<file path="src/rtl/cp0_pkg.sv">
package cp0_pkg;
    parameter int XLEN = 32;
    parameter int NREG = 32;
    localparam int IDX_W = $clog2(NREG);

    localparam int IDX_STATUS = 12;
    localparam int IDX_CAUSE  = 13;
    localparam int IDX_EPC    = 14;

    localparam int CODE_W  = 5;
    localparam int CODE_LO = 2;
    localparam int BD_BIT  = XLEN - 1;
    localparam int SWI_LO  = 8;
    localparam int SWI_W   = 2;
    localparam int MODE_W  = 6;

    typedef enum logic [2:0] {
        ACT_IDLE,
        ACT_ENTER,
        ACT_TAKE,
        ACT_POP,
        ACT_WRITE
    } act_e;

    typedef struct packed {
        logic              bd;
        logic [CODE_W-1:0] code;
        logic [XLEN-1:0]   pc;
    } entry_t;

    function automatic logic [XLEN-1:0] mode_push(input logic [XLEN-1:0] s);
        logic [XLEN-1:0] r;
        r = s;
        r[MODE_W-1:0] = {s[MODE_W-3:0], 2'b00};
        return r;
    endfunction

    function automatic logic [XLEN-1:0] mode_pop(input logic [XLEN-1:0] s);
        logic [XLEN-1:0] r;
        r = s;
        r[MODE_W-3:0] = s[MODE_W-1:2];
        return r;
    endfunction

    function automatic logic swi_ready(input logic [XLEN-1:0] s, input logic [XLEN-1:0] c);
        return (|(s[SWI_LO+SWI_W-1:SWI_LO] & c[SWI_LO+SWI_W-1:SWI_LO])) && s[0];
    endfunction
endpackage

</file>
<file path="src/rtl/cp0_status_reg.sv">
module cp0_status_reg
    import cp0_pkg::*;
(
    input  logic            clk,
    input  logic            rst,
    input  act_e            act,
    input  logic            wr_hit,
    input  logic [XLEN-1:0] wr_data,
    output logic [XLEN-1:0] status_q
);
    always_ff @(posedge clk) begin
        if (rst) begin
            status_q <= '0;
        end else begin
            unique case (act)
                ACT_ENTER, ACT_TAKE: status_q <= mode_push(status_q);
                ACT_POP:             status_q <= mode_pop(status_q);
                ACT_WRITE:           if (wr_hit) status_q <= wr_data;
                default:             status_q <= status_q;
            endcase
        end
    end

    p_pop_upper_r9: assert property (@(posedge clk) disable iff (rst)
        act == ACT_POP |=> status_q[XLEN-1:MODE_W-2] == $past(status_q[XLEN-1:MODE_W-2]));

    p_push_mode_r7: assert property (@(posedge clk) disable iff (rst)
        act == ACT_ENTER |=> status_q[MODE_W-1:0] == {$past(status_q[MODE_W-3:0]), 2'b00});
endmodule

</file>
<file path="src/rtl/cp0_cause_reg.sv">
module cp0_cause_reg
    import cp0_pkg::*;
(
    input  logic              clk,
    input  logic              rst,
    input  act_e              act,
    input  logic              wr_hit,
    input  logic [SWI_W-1:0]  wr_swi,
    input  logic              ent_bd,
    input  logic [CODE_W-1:0] ent_code,
    output logic [XLEN-1:0]   cause_q
);
    always_ff @(posedge clk) begin
        if (rst) begin
            cause_q <= '0;
        end else begin
            unique case (act)
                ACT_ENTER: begin
                    cause_q[BD_BIT]                    <= ent_bd;
                    cause_q[CODE_LO+CODE_W-1:CODE_LO]  <= ent_code;
                end
                ACT_TAKE: begin
                    cause_q[BD_BIT]                    <= ent_bd;
                    cause_q[CODE_LO+CODE_W-1:CODE_LO]  <= '0;
                end
                ACT_WRITE: if (wr_hit) cause_q[SWI_LO+SWI_W-1:SWI_LO] <= wr_swi;
                default: cause_q <= cause_q;
            endcase
        end
    end

    p_cause_mask_r3: assert property (@(posedge clk) disable iff (rst)
        (act == ACT_WRITE && wr_hit) |=>
            (cause_q[XLEN-1:SWI_LO+SWI_W] == $past(cause_q[XLEN-1:SWI_LO+SWI_W]))
            && (cause_q[SWI_LO-1:0] == $past(cause_q[SWI_LO-1:0])));

    p_entry_code_r7: assert property (@(posedge clk) disable iff (rst)
        act == ACT_ENTER |=> cause_q[CODE_LO+CODE_W-1:CODE_LO] == $past(ent_code));

    p_take_clear_r6: assert property (@(posedge clk) disable iff (rst)
        act == ACT_TAKE |=> cause_q[CODE_LO+CODE_W-1:CODE_LO] == '0);
endmodule

</file>
<file path="src/rtl/cp0_reg_bank.sv">
module cp0_reg_bank
    import cp0_pkg::*;
(
    input  logic             clk,
    input  logic             rst,
    input  act_e             act,
    input  logic             wr_hit,
    input  logic [IDX_W-1:0] wr_idx,
    input  logic [XLEN-1:0]  wr_data,
    input  logic [XLEN-1:0]  ent_pc,
    input  logic [IDX_W-1:0] rd_idx,
    output logic [XLEN-1:0]  rd_word
);
    logic [XLEN-1:0] bank_q [NREG];

    always_ff @(posedge clk) begin
        if (rst) begin
            for (int i = 0; i < NREG; i++) bank_q[i] <= '0;
        end else begin
            if (act == ACT_ENTER || act == ACT_TAKE)
                bank_q[IDX_EPC] <= ent_pc;
            else if (act == ACT_WRITE && wr_hit)
                bank_q[wr_idx] <= wr_data;
        end
    end

    assign rd_word = bank_q[rd_idx];

    p_epc_capture_r7: assert property (@(posedge clk) disable iff (rst)
        act == ACT_ENTER |=> bank_q[IDX_EPC] == $past(ent_pc));
endmodule

</file>
<file path="src/rtl/cp0_sysctl.sv">
module cp0_sysctl
    import cp0_pkg::*;
(
    input  logic             clk,
    input  logic             rst,
    input  logic             wr_en,
    input  logic [IDX_W-1:0] wr_idx,
    input  logic [XLEN-1:0]  wr_data,
    input  logic             exc_req,
    input  logic [CODE_W-1:0] exc_code,
    input  logic             exc_in_delay,
    input  logic [XLEN-1:0]  exc_pc,
    input  logic             rfe,
    input  logic [IDX_W-1:0] rd_idx,
    output logic [XLEN-1:0]  status_q,
    output logic [XLEN-1:0]  cause_q,
    output logic [XLEN-1:0]  rd_data,
    output logic             irq_take
);
    act_e   act;
    entry_t ent;
    logic   hit_status, hit_cause, hit_bank, arm_q, arm_d;
    logic [XLEN-1:0] bank_word;

    assign hit_status = (wr_idx == IDX_W'(IDX_STATUS));
    assign hit_cause  = (wr_idx == IDX_W'(IDX_CAUSE));
    assign hit_bank   = !hit_status && !hit_cause;

    assign irq_take = arm_q && swi_ready(status_q, cause_q) && !exc_req;

    always_comb begin
        if (exc_req)       act = ACT_ENTER;
        else if (irq_take) act = ACT_TAKE;
        else if (rfe)      act = ACT_POP;
        else if (wr_en)    act = ACT_WRITE;
        else               act = ACT_IDLE;
    end

    assign ent.bd   = exc_in_delay;
    assign ent.code = exc_code;
    assign ent.pc   = exc_pc;

    assign arm_d = (act == ACT_WRITE) && (hit_status || hit_cause);

    always_ff @(posedge clk) begin
        if (rst) arm_q <= 1'b0;
        else     arm_q <= arm_d;
    end

    cp0_status_reg u_status (
        .clk      (clk),
        .rst      (rst),
        .act      (act),
        .wr_hit   (hit_status),
        .wr_data  (wr_data),
        .status_q (status_q)
    );

    cp0_cause_reg u_cause (
        .clk      (clk),
        .rst      (rst),
        .act      (act),
        .wr_hit   (hit_cause),
        .wr_swi   (wr_data[SWI_LO+SWI_W-1:SWI_LO]),
        .ent_bd   (ent.bd),
        .ent_code (ent.code),
        .cause_q  (cause_q)
    );

    cp0_reg_bank u_bank (
        .clk     (clk),
        .rst     (rst),
        .act     (act),
        .wr_hit  (hit_bank),
        .wr_idx  (wr_idx),
        .wr_data (wr_data),
        .ent_pc  (ent.pc),
        .rd_idx  (rd_idx),
        .rd_word (bank_word)
    );

    always_comb begin
        if (rd_idx == IDX_W'(IDX_STATUS))     rd_data = status_q;
        else if (rd_idx == IDX_W'(IDX_CAUSE)) rd_data = cause_q;
        else                                  rd_data = bank_word;
    end

    p_take_armed_r5: assert property (@(posedge clk) disable iff (rst)
        irq_take |-> $past(wr_en && !exc_req && !rfe && (hit_status || hit_cause)));

    p_take_once_r6: assert property (@(posedge clk) disable iff (rst)
        irq_take |=> !irq_take);

    p_take_ie_r5: assert property (@(posedge clk) disable iff (rst)
        irq_take |-> status_q[0] && !exc_req);
endmodule

</file>
<file path="config.mk">
export PLATFORM = sky130hd
export DESIGN_NAME = cp0_sysctl
export DESIGN_NICKNAME = d
export VERILOG_FILES = /design/src/rtl/cp0_pkg.sv /design/src/rtl/cp0_status_reg.sv /design/src/rtl/cp0_cause_reg.sv /design/src/rtl/cp0_reg_bank.sv /design/src/rtl/cp0_sysctl.sv
export SDC_FILE = /design/constraint.sdc
export NUM_CORES = 2
export LEC_CHECK = 0
export BUFFER_PORTS_ARGS = -buffer_cell sky130_fd_sc_hd__buf_4
export CAP_MARGIN = 25
export CORE_UTILIZATION = 53
export CTS_CLUSTER_SIZE = 40
export DETAILED_ROUTE_END_ITERATION = 8
export PLACE_DENSITY = 0.68
export SLEW_MARGIN = 0
export SYNTH_ARGS = -nofsm -noshare
export SYNTH_HDL_FRONTEND = slang
export SYNTH_SLANG_ARGS = --single-unit
</file>
<file path="constraint.sdc">
create_clock -name clk -period 4.3 [get_ports clk]
set_input_delay 0.215 -clock clk [delete_from_list [all_inputs] [get_ports clk]]
set_output_delay 0.215 -clock clk [all_outputs]
set_load 0.005 [all_outputs]
</file>
==> results.sh <==
export IMPL_maxCapViolCount=0
export IMPL_layout_drive_gt1_share_pct=15.9
export IMPL_cts_sinks=1065
export IMPL_grt_ovfl_total=0
export IMPL_ys_seq_elements=1065
export IMPL_die_area_sq_mm=0.0905
export IMPL_fmax_mhz=280
export IMPL_r2r_start="u_status.status_q[8]$_SDFFE_PP0P_"
export IMPL_hold_start="exc_pc[7]"
export IMPL_cts_buffers=107
export IMPL_drtAntennaViolNets=0
export IMPL_drt_first_pass_iters=9
export IMPL_slowest_delay_ns=0.70
export IMPL_synth_yosys_seq_area_share_pct=66.7
export IMPL_clkLatencyLatePin_ns=0.70
export IMPL_ctsHtreeMaxLevel=3
export IMPL_layout_min_cycle_time_ns=3.57
export IMPL_final_setup_viol_count=0
export IMPL_syn_avg_cell_area_sq_um=12.7
export IMPL_grt_pass1_wl_mm=229
export IMPL_core_area_sq_mm=0.0884
export IMPL_grt_max_degree=129
export IMPL_vias=33461
export IMPL_cts_tree="yes"
export IMPL_synth_warnings=0
export IMPL_hp_class="input pin to flop"
export IMPL_drt_iter0_drc=4870
export IMPL_cp_max_fo=91
export IMPL_nets=4048
export IMPL_setup_worst_path_start="rd_idx[1]"
export IMPL_drc=0
export IMPL_hold_violations=0
export IMPL_hpwl_mm=104
export IMPL_wl_mm=163
export IMPL_worst_path_max_delay_cell="o41ai_1"
export IMPL_p_leak_nw=18.6
export IMPL_area_delta_synth_final_pct=14.8
export IMPL_die_h_um=301
export IMPL_synth_edf_count=1024
export IMPL_endpoint_kind="output port"
export IMPL_synth_flop_cell="edfxtp_1"
export IMPL_antenna_found_initial=3
export IMPL_cts_root_buffer="clkbuf_16"
export IMPL_cpMostUsedCell="buf_4"
export IMPL_track_usage_pct=35.9
export IMPL_synth_area_sq_mm=0.0474
export IMPL_syn_inst=3731
export IMPL_cp_start_kind="input pin"
export IMPL_status="finished clean"
export IMPL_cp_arrival_ns=3.36
export IMPL_cp_top_family="buffers and inverters"
export IMPL_cellPowerDensity_mw_per_mm2=430
export IMPL_path_clk_slew_ns=0.06
export IMPL_critical_path_required_ns=4.09
export IMPL_cts_path_max_buffers=3
export IMPL_p_total_mw=23.4
export IMPL_ys_types=51
export IMPL_ys_async_sr_fraction_pct=0
export IMPL_ir_drop_mv=0.413
export IMPL_vias_per_cell=6.41
export IMPL_ctsResizeCount=0
export IMPL_path_cells="buf_8, buf_4, buf_4, mux2i_1, a22oi_1, a21oi_1, o41ai_1, buf_4"
export IMPL_fin_crit_sh_pct=83.1
export IMPL_cp_num_buf_inv=4
export IMPL_crit_type="input pin to output port"
export IMPL_finalWeightedCongestion=0.961
export IMPL_num_rows=109
export IMPL_grt_pass1_vias=32125
export IMPL_rsz0062_at_grt="no"
export IMPL_io_buffers=157
export IMPL_start_util_pct=53.6
export IMPL_finalSetupTns_ns=0
export IMPL_die_w_um=301
export IMPL_clock_skew_ns=0.0209
export IMPL_num_antenna_cells=0
export IMPL_routedWlPerCell_um=31.2
export IMPL_slew_headroom_pct=26.0
export IMPL_io_pins=182
export IMPL_finalMaxSlewViolations=0
export IMPL_tightest_slew_ns=1.10
## sequential cells by signal, summed over array words and instances (netlist names)
signal and flops:
u_bank.bank_q 1024, u_status.status_q 32, u_cause.cause_q 8, arm_q 1
## synthesized netlist by cell type (18+ instances only)
library cell | n | area (sq um)
a21o_1 | 29 | 218
a21oi_1 | 132 | 661
a22oi_1 | 107 | 803
a311oi_1 | 18 | 158
buf_1 | 23 | 86.3
buf_2 | 98 | 490
buf_4 | 53 | 398
clkbuf_1 | 155 | 582
dfxtp_1 | 41 | 821
edfxtp_1 | 1024 | 30700
mux2_2 | 40 | 450
mux2i_1 | 267 | 2670
mux4_2 | 112 | 2520
nand2_1 | 441 | 1660
nor2_1 | 976 | 3660
o21ai_0 | 36 | 180
o22ai_1 | 28 | 175
o41ai_1 | 24 | 210
## kinds of logic after synthesis
family                 synth area share (%)
muxes                                  11.9
DFF                                    66.7
other                               0.00792
and+or+nand+nor                        12.3
AOI/OAI and AO/OA                      5.75
buffers and inverters                  3.37
## metrics by stage
stage / hold WS (ns) / std cells / worst slack, ns / cell area [sq um] / util (%)
CTS: 0.00146 / 5216 / 0.836 / 54400 / 61.5
finish: 0.0197 / 5217 / 0.728 / 54400 / 61.5
floorplan: 0.358 / 3818 / 0.773 / 47700 / -
detailed placement: 0.457 / 4939 / 0.858 / 50200 / 56.8
global route: 0.00331 / 5217 / 0.674 / 54400 / 61.5
global placement: 0.454 / 4939 / 0.836 / 50200 / 56.8
## path summary, 6_finish.rpt
check	depth (start not counted)	slack [ns]	end
hold reg to reg	2	0.47	u_status.status_q[14]$_SDFFE_PP0P_
setup reg to reg	7	1.06	u_bank.bank_q[23][31]$_SDFFCE_PN0P_
setup / recovery	8	0.73	rd_data[21]
hold / removal	3	0.02	u_bank.bank_q[14][7]$_DFFE_PP_
## repair_timing
| item | CTS | global route |
|---|---|---|
| hold buffers | 79 | 0 |
| hold endpoints to repair | 79 | 0 |
| setup buffers | 0 | 0 |
## worst register-to-register path, stage by stage, from the launching register on
cell,delay [ns]
dfxtp_1,0.34
a22o_1,0.30
a221oi_4,0.29
buf_4,0.24
and3_1,0.52
and2_1,0.28
a21o_2,0.57
buf_4,0.38
## power by group
group | leakage [nW] | switching, mW | total (mW) | internal, mW
clock | 1.65 | 4.01 | 9.14 | 5.13
sequential | 10.1 | 0.176 | 12.1 | 11.9
combinational | 6.80 | 1.45 | 2.21 | 0.761
## cells in the final DEF (no fill, tap or decap), types with 5 or more instances in the layout
cell | netlist | final
a211oi_1 | 11 | 11
a21o_2 | 0 | 28
a21oi_1 | 132 | 132
a22oi_1 | 107 | 107
a311oi_1 | 18 | 18
and2_1 | 17 | 14
and3_1 | 5 | 5
buf_12 | 0 | 18
buf_4 | 53 | 266
clkbuf_1 | 155 | 33
clkbuf_16 | 0 | 111
clkbuf_8 | 0 | 9
clkinv_1 | 0 | 17
clkinv_2 | 0 | 17
conb_1 | 1 | 88
dfxtp_1 | 41 | 41
dlygate4sd3_1 | 0 | 79
edfxtp_1 | 1024 | 1024
mux2_2 | 40 | 40
mux2i_1 | 267 | 267
mux4_2 | 112 | 112
nand2_1 | 441 | 437
nand2b_1 | 9 | 9
nand3_1 | 10 | 6
nand3b_1 | 5 | 5
nor2_1 | 976 | 973
nor2_4 | 0 | 6
nor2b_1 | 14 | 7
nor2b_4 | 0 | 6
nor3_1 | 12 | 12
o21ai_0 | 36 | 36
o22ai_1 | 28 | 28
o41ai_1 | 24 | 24
## layer usage
layer  up-vias  routed length [um]  global-route usage [%]
li1      13858                   -                       -
met1     16513               56500                    45.7
met2      2553               75700                    56.7
met3       533               17500                    6.08
met4         4               13300                    24.6
met5         -                  27                       0
## cell type report
type                            instances  area [sq um]
Inverter                                5          18.8
Timing Repair Buffer                  367          3220
Fill cell                            6789         34000
Clock inverter                         45           350
Sequential cell                      1065         31600
Multi-Input combinational cell       2417         14700
Tap cell                             1165          1460
Clock buffer                          153          3030
(Power assumes the default switching activity.)
